[config.mk]
export PLATFORM = sky130hd
export DESIGN_NAME = fan_pwm_channel
export DESIGN_NICKNAME = d
export VERILOG_FILES = /design/src/rtl/fpc_pkg.sv /design/src/rtl/fpc_tach_sync.sv /design/src/rtl/fpc_duty_sel.sv /design/src/rtl/fpc_spinup.sv /design/src/rtl/fpc_pwm_gen.sv /design/src/rtl/fan_pwm_channel.sv
export SDC_FILE = /design/constraint.sdc
export NUM_CORES = 1
export LEC_CHECK = 0
export BUFFER_PORTS_ARGS = -buffer_cell sky130_fd_sc_hd__buf_2
export CORE_MARGIN = 2
export CORE_UTILIZATION = 40
export DETAILED_ROUTE_END_ITERATION = 7
export HOLD_SLACK_MARGIN = 0.05
export PLACE_DENSITY = 0.64
export SLEW_MARGIN = 10
export SYNTH_ARGS = -nofsm -noshare
export SYNTH_HDL_FRONTEND = slang
export SYNTH_SLANG_ARGS = --single-unit
[constraint.sdc]
create_clock -name clk -period 6.45 [get_ports clk]
set_input_delay 0.9675 -clock clk [delete_from_list [all_inputs] [get_ports clk]]
set_output_delay 0.9675 -clock clk [all_outputs]
set_load 0.005 [all_outputs]
[src/rtl/fpc_pkg.sv]
package fpc_pkg;

  localparam int DUTY_W = 8;
  localparam int MS_W   = 12;

  typedef enum logic [2:0] {
    BH_CH1     = 3'b000,
    BH_LOCAL   = 3'b001,
    BH_CH2     = 3'b010,
    BH_FULL    = 3'b011,
    BH_OFF     = 3'b100,
    BH_MAX_LC2 = 3'b101,
    BH_MAX_ALL = 3'b110,
    BH_MANUAL  = 3'b111
  } behav_e;

  typedef struct packed {
    behav_e     behav;
    logic       inv;
    logic       slow;
    logic [2:0] tmo;
  } cfg_t;

  typedef enum logic [1:0] {
    SU_IDLE = 2'd0,
    SU_SPIN = 2'd1,
    SU_RUN  = 2'd2
  } spin_e;

  function automatic logic [MS_W-1:0] tmo_limit(input logic [2:0] code);
    logic [MS_W-1:0] lim;
    case (code)
      3'd1:    lim = MS_W'(100);
      3'd2:    lim = MS_W'(250);
      3'd3:    lim = MS_W'(400);
      3'd4:    lim = MS_W'(667);
      3'd5:    lim = MS_W'(1000);
      3'd6:    lim = MS_W'(2000);
      3'd7:    lim = MS_W'(4000);
      default: lim = '0;
    endcase
    return lim;
  endfunction

endpackage

[src/rtl/fpc_tach_sync.sv]
module fpc_tach_sync #(
  parameter int STAGES = 2
) (
  input  logic clk,
  input  logic rst_n,
  input  logic tach_in,
  output logic tach_rise
);

  localparam int CHAIN = STAGES + 1;

  logic [CHAIN-1:0] chain_q;
  logic [CHAIN-1:0] chain_d;

  always_comb begin
    chain_d = {chain_q[CHAIN-2:0], tach_in};
  end

  always_ff @(posedge clk or negedge rst_n) begin
    if (!rst_n) chain_q <= '0;
    else        chain_q <= chain_d;
  end

  assign tach_rise = chain_q[STAGES-1] & ~chain_q[STAGES];

endmodule

[src/rtl/fpc_duty_sel.sv]
module fpc_duty_sel
  import fpc_pkg::*;
#(
  parameter int DW = DUTY_W
) (
  input  behav_e        behav,
  input  logic [DW-1:0] req_ch1,
  input  logic [DW-1:0] req_local,
  input  logic [DW-1:0] req_ch2,
  input  logic [DW-1:0] req_manual,
  output logic [DW-1:0] sel_duty
);

  logic [DW-1:0] max_lc2;
  logic [DW-1:0] max_all;

  always_comb begin
    max_lc2 = (req_local > req_ch2) ? req_local : req_ch2;
    max_all = (req_ch1 > max_lc2) ? req_ch1 : max_lc2;
  end

  always_comb begin
    case (behav)
      BH_CH1:     sel_duty = req_ch1;
      BH_LOCAL:   sel_duty = req_local;
      BH_CH2:     sel_duty = req_ch2;
      BH_FULL:    sel_duty = '1;
      BH_OFF:     sel_duty = '0;
      BH_MAX_LC2: sel_duty = max_lc2;
      BH_MAX_ALL: sel_duty = max_all;
      default:    sel_duty = req_manual;
    endcase
  end

endmodule

[src/rtl/fpc_spinup.sv]
module fpc_spinup
  import fpc_pkg::*;
#(
  parameter int DW = DUTY_W,
  parameter int MW = MS_W
) (
  input  logic          clk,
  input  logic          rst_n,
  input  logic [DW-1:0] duty_in,
  input  logic [2:0]    tmo_code,
  input  logic          ms_tick,
  input  logic          tach_rise,
  output logic [DW-1:0] duty_out,
  output logic          fault
);

  spin_e         state_q, state_d;
  logic          edge_q, edge_d;
  logic [MW-1:0] ms_q, ms_d;
  logic          fault_q, fault_d;

  logic          nz;
  logic          start_now;
  logic          spin_active;
  logic          edges_done;
  logic          timed_out;
  logic [MW-1:0] limit;

  always_comb begin
    nz          = (duty_in != '0);
    start_now   = (state_q == SU_IDLE) && nz;
    spin_active = nz && (state_q != SU_RUN);
    limit       = MW'(tmo_limit(tmo_code));
    edges_done  = (state_q == SU_SPIN) && tach_rise && edge_q;
    timed_out   = (state_q == SU_SPIN) && !edges_done && ms_tick &&
                  (tmo_code != 3'd0) && (ms_q == limit - MW'(1));
  end

  always_comb begin
    state_d = state_q;
    edge_d  = edge_q;
    ms_d    = ms_q;
    fault_d = fault_q;
    if (!nz) begin
      state_d = SU_IDLE;
    end else begin
      case (state_q)
        SU_IDLE: begin
          state_d = SU_SPIN;
          edge_d  = 1'b0;
          ms_d    = '0;
          fault_d = 1'b0;
        end
        SU_SPIN: begin
          if (edges_done) begin
            state_d = SU_RUN;
          end else if (timed_out) begin
            state_d = SU_RUN;
            fault_d = 1'b1;
          end else begin
            if (tach_rise) edge_d = 1'b1;
            if (ms_tick)   ms_d   = ms_q + MW'(1);
          end
        end
        default: state_d = SU_RUN;
      endcase
    end
  end

  always_ff @(posedge clk or negedge rst_n) begin
    if (!rst_n) begin
      state_q <= SU_IDLE;
      edge_q  <= 1'b0;
      ms_q    <= '0;
      fault_q <= 1'b0;
    end else begin
      state_q <= state_d;
      edge_q  <= edge_d;
      ms_q    <= ms_d;
      fault_q <= fault_d;
    end
  end

  assign duty_out = spin_active ? {DW{1'b1}} : duty_in;
  assign fault    = fault_q;

  assert_fault_needs_code_R6: assert property (@(posedge clk) disable iff (!rst_n)
    $rose(fault_q) |-> ($past(tmo_code) != 3'd0));

  assert_clean_exit_on_edge_R5: assert property (@(posedge clk) disable iff (!rst_n)
    ($past(state_q) == SU_SPIN && state_q == SU_RUN && !fault_q) |-> $past(tach_rise));

  assert_start_full_R4: assert property (@(posedge clk) disable iff (!rst_n)
    (state_q == SU_IDLE && duty_in != '0) |-> (duty_out == {DW{1'b1}}));

endmodule

[src/rtl/fpc_pwm_gen.sv]
module fpc_pwm_gen #(
  parameter int DW = 8
) (
  input  logic          clk,
  input  logic          rst_n,
  input  logic [DW-1:0] duty,
  input  logic          invert,
  output logic          pwm
);

  logic [DW-1:0] cnt_q, cnt_d;
  logic          pwm_q, pwm_d;
  logic          alive_q;
  logic          cnt_en;
  logic          raw;

  always_comb begin
    cnt_en = 1'b1;
    cnt_d  = cnt_en ? cnt_q + DW'(1) : cnt_q;
    raw    = (duty == {DW{1'b1}}) || (cnt_q < duty);
    pwm_d  = raw ^ invert;
  end

  always_ff @(posedge clk or negedge rst_n) begin
    if (!rst_n) begin
      cnt_q   <= '0;
      pwm_q   <= 1'b0;
      alive_q <= 1'b0;
    end else begin
      cnt_q   <= cnt_d;
      pwm_q   <= pwm_d;
      alive_q <= 1'b1;
    end
  end

  assign pwm = pwm_q;

  assert_full_duty_level_R9: assert property (@(posedge clk) disable iff (!rst_n)
    (alive_q && $past(duty) == {DW{1'b1}}) |-> (pwm_q == !$past(invert)));

  assert_zero_duty_level_R8: assert property (@(posedge clk) disable iff (!rst_n)
    (alive_q && $past(duty) == '0) |-> (pwm_q == $past(invert)));

endmodule

[src/rtl/fan_pwm_channel.sv]
module fan_pwm_channel
  import fpc_pkg::*;
#(
  parameter int         DW          = DUTY_W,
  parameter int         MW          = MS_W,
  parameter int         SYNC_STAGES = 2,
  parameter logic [7:0] CFG_RESET   = 8'h82
) (
  input  logic          clk,
  input  logic          rst_n,
  input  logic          cfg_wr,
  input  logic [7:0]    cfg_wdata,
  input  logic          cfg_lock,
  input  logic [DW-1:0] duty_ch1,
  input  logic [DW-1:0] duty_local,
  input  logic [DW-1:0] duty_ch2,
  input  logic [DW-1:0] duty_manual,
  input  logic          tach_in,
  input  logic          ms_tick,
  output logic          pwm_out,
  output logic          fan_fault,
  output logic [DW-1:0] duty_eff,
  output logic [2:0]    ramp_scale,
  output logic [7:0]    cfg_q
);

  cfg_t          cfg_r, cfg_d;
  logic          cfg_en;
  logic          tach_rise;
  logic [DW-1:0] sel_duty;

  always_comb begin
    cfg_en = cfg_wr && !cfg_lock;
    cfg_d  = cfg_en ? cfg_t'(cfg_wdata) : cfg_r;
  end

  always_ff @(posedge clk or negedge rst_n) begin
    if (!rst_n) cfg_r <= cfg_t'(CFG_RESET);
    else        cfg_r <= cfg_d;
  end

  fpc_tach_sync #(.STAGES(SYNC_STAGES)) u_sync (
    .clk       (clk),
    .rst_n     (rst_n),
    .tach_in   (tach_in),
    .tach_rise (tach_rise)
  );

  fpc_duty_sel #(.DW(DW)) u_sel (
    .behav      (cfg_r.behav),
    .req_ch1    (duty_ch1),
    .req_local  (duty_local),
    .req_ch2    (duty_ch2),
    .req_manual (duty_manual),
    .sel_duty   (sel_duty)
  );

  fpc_spinup #(.DW(DW), .MW(MW)) u_spin (
    .clk       (clk),
    .rst_n     (rst_n),
    .duty_in   (sel_duty),
    .tmo_code  (cfg_r.tmo),
    .ms_tick   (ms_tick),
    .tach_rise (tach_rise),
    .duty_out  (duty_eff),
    .fault     (fan_fault)
  );

  fpc_pwm_gen #(.DW(DW)) u_pwm (
    .clk    (clk),
    .rst_n  (rst_n),
    .duty   (duty_eff),
    .invert (cfg_r.inv),
    .pwm    (pwm_out)
  );

  assign ramp_scale = cfg_r.slow ? 3'd4 : 3'd1;
  assign cfg_q      = cfg_r;

  assert_locked_cfg_hold_R1: assert property (@(posedge clk) disable iff (!rst_n)
    cfg_lock |=> $stable(cfg_q));

  assert_off_gives_zero_R3: assert property (@(posedge clk) disable iff (!rst_n)
    (cfg_r.behav == BH_OFF) |-> (duty_eff == '0));

endmodule

==> results.json, run 1 <==
{
  "status": "completed",
  "rsz0062_at_grt": "no",
  "power.density_nw_per_um2": 236,
  "grt_pass1_vias": 3223,
  "fin_area_um2": 3910,
  "core_um2": 8260,
  "grt_max_degree": 37,
  "synth_most_common_cell": "nor2_1",
  "numCtsBuffers": 5,
  "cp_num_cells": 20,
  "reg2regPathDepth": 17,
  "final_max_slew_viol_count": 0,
  "die_h_um": 96.5,
  "avgSynthCellArea_um2": 8.19,
  "crit_start": "duty_ch2[1]",
  "hold_path_class": "reg2reg",
  "endpoint": "duty_eff[4]",
  "wl_per_cell_um": 15.5,
  "clk_pin_slew_ns": 0.07,
  "cts_buffer_depth": 2,
  "drt_iter0_markers": 180,
  "ys.flop_type": "dfrtp_1",
  "routed_wl_mm": 9.02,
  "area_growth_pct": 14.3,
  "drc_errors": 0,
  "synth_edf_count": 0,
  "finalSetupTns_ns": 0,
  "fp-row-count": 33,
  "worst-path-max-fanout": 8,
  "initial_core_util_pct": 41.5,
  "slew_headroom_pct": 45.8,
  "ys_top_cells_by_area": "dfrtp_1 (25%), ha_1 (9.1%), o21ai_0 (4.7%)",
  "synth_fp_nets": 489,
  "fin_nets": 546,
  "r2r_end": "u_pwm.pwm$_DFF_PN0_",
  "gr-total-overflow": 0,
  "hold_viol": 0,
  "synth-xor-area-share_pct": 5.12,
  "drtPass1Iterations": 4,
  "crit_chain": "buf_2, inv_1, ha_1, nor2b_1, o211ai_1, a21oi_1, o21ai_4, mux2i_1, ha_1, a21oi_1, o21a_1, nor3_1, or4b_1, nand2b_4, o22a_2, nand3_2, nand2_1, and2_1, inv_1, buf_2",
  "fin_crit_ns": 6.08,
  "yosysTopAreaCellShare_pct": 24.9,
  "synthSimpleGateAreaFrac_pct": 25.0,
  "worst-path-buf-inv": 4,
  "ir_drop_uv": 120,
  "worst-slew-pin-transition_ns": 0.813,
  "ant_nets": 0,
  "r2r-start": "cfg_q[6]$_DFFE_PN0P_",
  "grt_pass1_wl_mm": 15.2,
  "synth_mux_area_share_pct": 3.36,
  "numClockSinks": 36,
  "cts_setup_buffers": 0,
  "cp_slowest_cell": "or4b_1",
  "ys_seq_area_share_pct": 26.4,
  "maxCapViolations": 0,
  "clk-insertion-delay-late_ns": 0.30,
  "yosys-top-cells-count": "nor2_1 (38), dfrtp_1 (34), nand2_1 (34), o21ai_0 (32), inv_1 (30)",
  "rrSetupSlack_ns": 1.80,
  "dieArea_um2": 9310,
  "yosys.area.top_type": "dfrtp_1",
  "drive_gt1_share_pct": 21.6,
  "period_share_pct": 94.3,
  "grt.total_usage_pct": 20.9,
  "grt_antenna_before_repair": 0,
  "placed_area_um2": 3790,
  "port-buffer-count": 65,
  "worstSetupStartpointType": "primary input",
  "yosysWarningCount": 0,
  "synth_fa_ha_area_share_pct": 9.14,
  "netlist_area_um2": 3420,
  "dp_hpwl_mm": 6.97,
  "path_delay_family": "simple AND/OR/NAND/NOR gates",
  "cts_tree": "done",
  "synth.distinct_cells": 69,
  "gp_congestion": 0.915,
  "fmax_ghz": 0.164,
  "critPathRequiredTime_ns": 5.48,
  "cts_max_level": 2,
  "synthArstFlopShare_pct": 100,
  "fin_skew_ns": 0.0132,
  "synth_compound_area_share_pct": 24.6,
  "vias": 3271,
  "cpPeakStageDelay_ns": 0.56,
  "cp.arrival_ns": 5.11,
  "cts-root-buf": "clkbuf_8",
  "crit_type": "in2out",
  "p_leak_nw": 1.83,
  "syn_inst": 418,
  "io_pins": 67,
  "ys_seq_elements": 36,
  "finalSetupViolCount": 0,
  "cp-end-kind": "output port",
  "die_x_um": 96.5,
  "n_antenna_cell": 0,
  "synth_top_family_by_area": "simple AND/OR/NAND/NOR gates",
  "vias_per_cell": 5.63
}
worst min path at each step:
stage                                           start                           to  cells after the start
after floorplan           u_sync.chain_q[0]$_DFF_PN0_  u_sync.chain_q[1]$_DFF_PN0_                      0
after global placement    u_sync.chain_q[0]$_DFF_PN0_  u_sync.chain_q[1]$_DFF_PN0_                      0
after detailed placement  u_sync.chain_q[0]$_DFF_PN0_  u_sync.chain_q[1]$_DFF_PN0_                      0
after CTS                 u_sync.chain_q[0]$_DFF_PN0_  u_sync.chain_q[1]$_DFF_PN0_                      0
after global routing      u_sync.chain_q[0]$_DFF_PN0_  u_sync.chain_q[1]$_DFF_PN0_                      0
final                     u_sync.chain_q[0]$_DFF_PN0_  u_sync.chain_q[1]$_DFF_PN0_                      0
cells in the final DEF (no fill, tap or decap), types with 8 or more instances in the layout:
cell type	instances
dfrtp_1	34
nand2b_1	8
buf_2	65
nor2b_1	10
nor2_1	38
nand4_1	13
o21ai_0	31
xnor2_1	8
ha_1	25
a21oi_1	29
xor2_1	12
nand2_1	34
inv_1	30
nand3_1	8
per-stage QoR:
step                      hold WS [ns]  util (%)  total power, W  instances  setup slack [ns]
after detailed placement         0.342      45.9        0.000719        573            0.0596
after CTS                        0.362      47.3        0.000926        581             0.315
after global placement           0.334      45.9        0.000716        573             0.274
final                            0.358      47.4        0.000922        581             0.369
after global routing             0.364      47.4         0.00100        581          0.000363
after floorplan                  0.331         -        0.000597        418             0.681
flip-flops by register name, indices dropped and copies added (netlist names):
signal and count:
u_spin.ms_q 12, cfg_q 8, u_spin.state_q 2, u_pwm.cnt_q 8
u_pwm.pwm 1, u_spin.edge_q 1, u_sync.chain_q 3, u_spin.fault 1
cell type report:
type	instances	area, um2
Tap cell	105	131
Clock inverter	3	42.5
Timing Repair Buffer	67	340
Inverter	30	113
Sequential cell	36	903
Multi-Input combinational cell	335	2310
Fill cell	850	4350
Clock buffer	5	68.8
kinds of logic after synthesis:
| family | count (synthesis) |
|---|---|
| simple gates | 156 |
| compound gates | 122 |
| buf+inv | 47 |
| flops | 36 |
| fa+ha+maj | 25 |
| xor+xnor | 20 |
| mux | 11 |
| other cells | 1 |
repair_timing:
action	4_1_cts	5_1_grt
resized for setup	0	2
hold buffers	0	0
setup endpoints to repair	0	2
routing by layer:
metal / up-vias / GRT usage (%) / share of wire [%]
li1: 1624 / - / -
met1: 1540 / 27.8 / 47
met2: 94 / 34.4 / 46
met3: 13 / 3.18 / 5.5
met4: 0 / 7.28 / 1.5
met5: - / 0 / 0
where the power goes:
part           switching, W  leakage [nW]  total, W  internal [W]
clock             0.0000864        0.0541  0.000201      0.000114
sequential        0.0000487         0.454  0.000298      0.000249
combinational      0.000242          1.32  0.000423      0.000181
total              0.000377          1.83  0.000922      0.000545
No activity file was read; power rests on OpenSTA's default activity.
==> run 2: changes to the inputs <==
--- a/config.mk
+++ b/config.mk
@@ -6,11 +6,13 @@
 export NUM_CORES = 1
 export LEC_CHECK = 0
 export BUFFER_PORTS_ARGS = -buffer_cell sky130_fd_sc_hd__buf_2
+export CAP_MARGIN = 5
 export CORE_MARGIN = 2
 export CORE_UTILIZATION = 40
 export DETAILED_ROUTE_END_ITERATION = 7
 export HOLD_SLACK_MARGIN = 0.05
 export PLACE_DENSITY = 0.64
+export REMOVE_ABC_BUFFERS = 1
 export SLEW_MARGIN = 10
 export SYNTH_ARGS = -nofsm -noshare
 export SYNTH_HDL_FRONTEND = slang
==> constraint.sdc (replaced) <==
create_clock -name clk -period 6.25 [get_ports clk]
set_input_delay 0.9375 -clock clk [delete_from_list [all_inputs] [get_ports clk]]
set_output_delay 0.9375 -clock clk [all_outputs]
set_load 0.005 [all_outputs]
==> run 2 against run 1 <==
Compared with the run above:
- clock power fell by 14%
- die area is the same
- flip-flop and latch count did not move
- largest power group unchanged
- register-to-register slack better by 0.02 ns
- highest routed layer unchanged
==> results.json, run 2 (synthesized netlist as in run 1, its figures left out) <==
{
  "clk-insertion-delay-late_ns": 0.29,
  "worstSetupStartpointType": "primary input",
  "largest_register_ffs": 12,
  "grt_pass1_vias": 3115,
  "cts_max_level": 2,
  "slew_headroom_pct": 38.2,
  "n_antenna_cell": 0,
  "fin_skew_ns": 0.00214,
  "die_x_um": 96.5,
  "grt_max_degree": 37,
  "finalSetupTns_ns": 0,
  "crit_type": "in2out",
  "vias_per_cell": 5.71,
  "final-instance-count-excl-fill": 588,
  "min-delay-start": "u_sync.chain_q[0]$_DFF_PN0_",
  "numClockSinks": 36,
  "gr-total-overflow": 0,
  "p_leak_nw": 1.85,
  "area_growth_pct": 15.8,
  "mostFrequentLayoutCells": "buf_2 (65), nor2_1 (38), nand2_1 (34), dfrtp_1 (34), o21ai_0 (32)",
  "r2r-start": "cfg_q[6]$_DFFE_PN0P_",
  "cp.arrival_ns": 5.04,
  "reg2regPathDepth": 17,
  "vias": 3358,
  "wl_per_cell_um": 15.6,
  "cts_buffer_depth": 2,
  "fmax_ghz": 0.167,
  "cp-end-kind": "output port",
  "hold_viol": 0,
  "r2r_end": "u_pwm.pwm$_DFF_PN0_",
  "maxCapViolations": 0,
  "worst-slew-pin-transition_ns": 0.925,
  "ir_drop_uv": 124,
  "period_share_pct": 95.6,
  "power.density_nw_per_um2": 236,
  "timing.hold.ws_ns": 0.352,
  "fin_crit_ns": 5.98,
  "regMostFlops": "u_spin.ms_q",
  "dieArea_um2": 9310,
  "holdPathStages": 0,
  "core_um2": 8260,
  "die_h_um": 96.5,
  "fp-row-count": 33,
  "port-buffer-count": 65,
  "numCtsBuffers": 5,
  "final_max_slew_viol_count": 0,
  "initial_core_util_pct": 41.5,
  "hold_path_class": "reg2reg",
  "ant_nets": 0,
  "io_pins": 67,
  "cts_tree": "done",
  "layout_commonest_cell": "buf_2",
  "fin_nets": 553,
  "finalSetupViolCount": 0,
  "drtPass1Iterations": 5,
  "grt_antenna_before_repair": 0,
  "post-place-cells": 575,
  "rrSetupSlack_ns": 1.82,
  "drc_errors": 0,
  "critPathRequiredTime_ns": 5.31,
  "grt.total_usage_pct": 21.1,
  "clk_pin_slew_ns": 0.07,
  "grt_pass1_wl_mm": 15.3,
  "dp_hpwl_mm": 7.15,
  "cts-root-buf": "clkbuf_8",
  "worst-path-max-fanout": 8,
  "hold_end": "u_sync.chain_q[1]$_DFF_PN0_",
  "drive_gt1_share_pct": 24.0,
  "nFillCells": 831,
  "drt_iter0_markers": 186,
  "status": "completed",
  "routed_wl_mm": 9.18,
  "gp_congestion": 0.904
}
-- run 2: final cells by class --
class,count,area (um2),area share [%]
Inverter,30,113,2.84
Tap cell,105,131,3.32
Clock inverter,2,10.0,0.253
Multi-Input combinational cell,335,2330,58.8
Sequential cell,36,903,22.8
Clock buffer,6,82.6,2.08
Timing Repair Buffer,74,393,9.91
-- run 2: worst max path at each step --
stage                 from             endpoint  depth (start not counted)
6_report       duty_ch2[1]          duty_eff[4]                         21
2_1_floorplan  duty_ch2[1]  u_pwm.pwm$_DFF_PN0_                         25
5_1_grt        duty_ch2[1]          duty_eff[4]                         21
3_3_place_gp   duty_ch2[1]  u_pwm.pwm$_DFF_PN0_                         26
4_1_cts        duty_ch2[1]          duty_eff[4]                         21
3_5_place_dp   duty_ch2[1]  u_pwm.pwm$_DFF_PN0_                         27
-- run 2: per-layer routing --
layer  track usage (%)  share of wire, %
met1              28.0                44
met5                 0                 0
met2              34.7                47
met4              5.16               1.1
met3              4.89               8.0
-- run 2: worst max-delay path: stages --
cell and delay [ns]:
buf_2 0.11, inv_1 0.07, ha_1 0.28, nor2b_1 0.13, o211ai_1 0.29, a21oi_2 0.13
o21ai_2 0.21, buf_4 0.20, mux2i_2 0.26, ha_1 0.29, a21oi_1 0.17, o21a_1 0.23
nor3_1 0.06, or4b_1 0.56, nand2b_4 0.20, o22a_2 0.30, nand3_2 0.09, nand2_1 0.15
and2_1 0.23, inv_1 0.05, buf_2 0.10
-- run 2: power breakdown --
group	switching [W]	internal [W]
Sequential	0.0000494	0.000257
Clock	0.0000853	0.0000880
Combinational	0.000261	0.000195
-- run 2: timing repair --
item	in CTS	in global routing
buffers inserted	0	5
hold buffers	0	0
setup endpoints to repair	0	7
gates resized for setup	0	6
-- run 2: per-stage QoR --
stage / setup slack, ns / total power [W] / util (%) / instance area, um2
6_report: 0.274 / 0.000936 / 48.0 / 3960
5_1_grt: -0.0638 / 0.00101 / 48.0 / 3960
4_1_cts: 0.281 / 0.000929 / 47.2 / 3900
3_5_place_dp: 0.0299 / 0.000748 / 46.1 / 3810
3_3_place_gp: 0.133 / 0.000742 / 46.1 / 3810
2_1_floorplan: 0.578 / 0.000595 / - / 3320
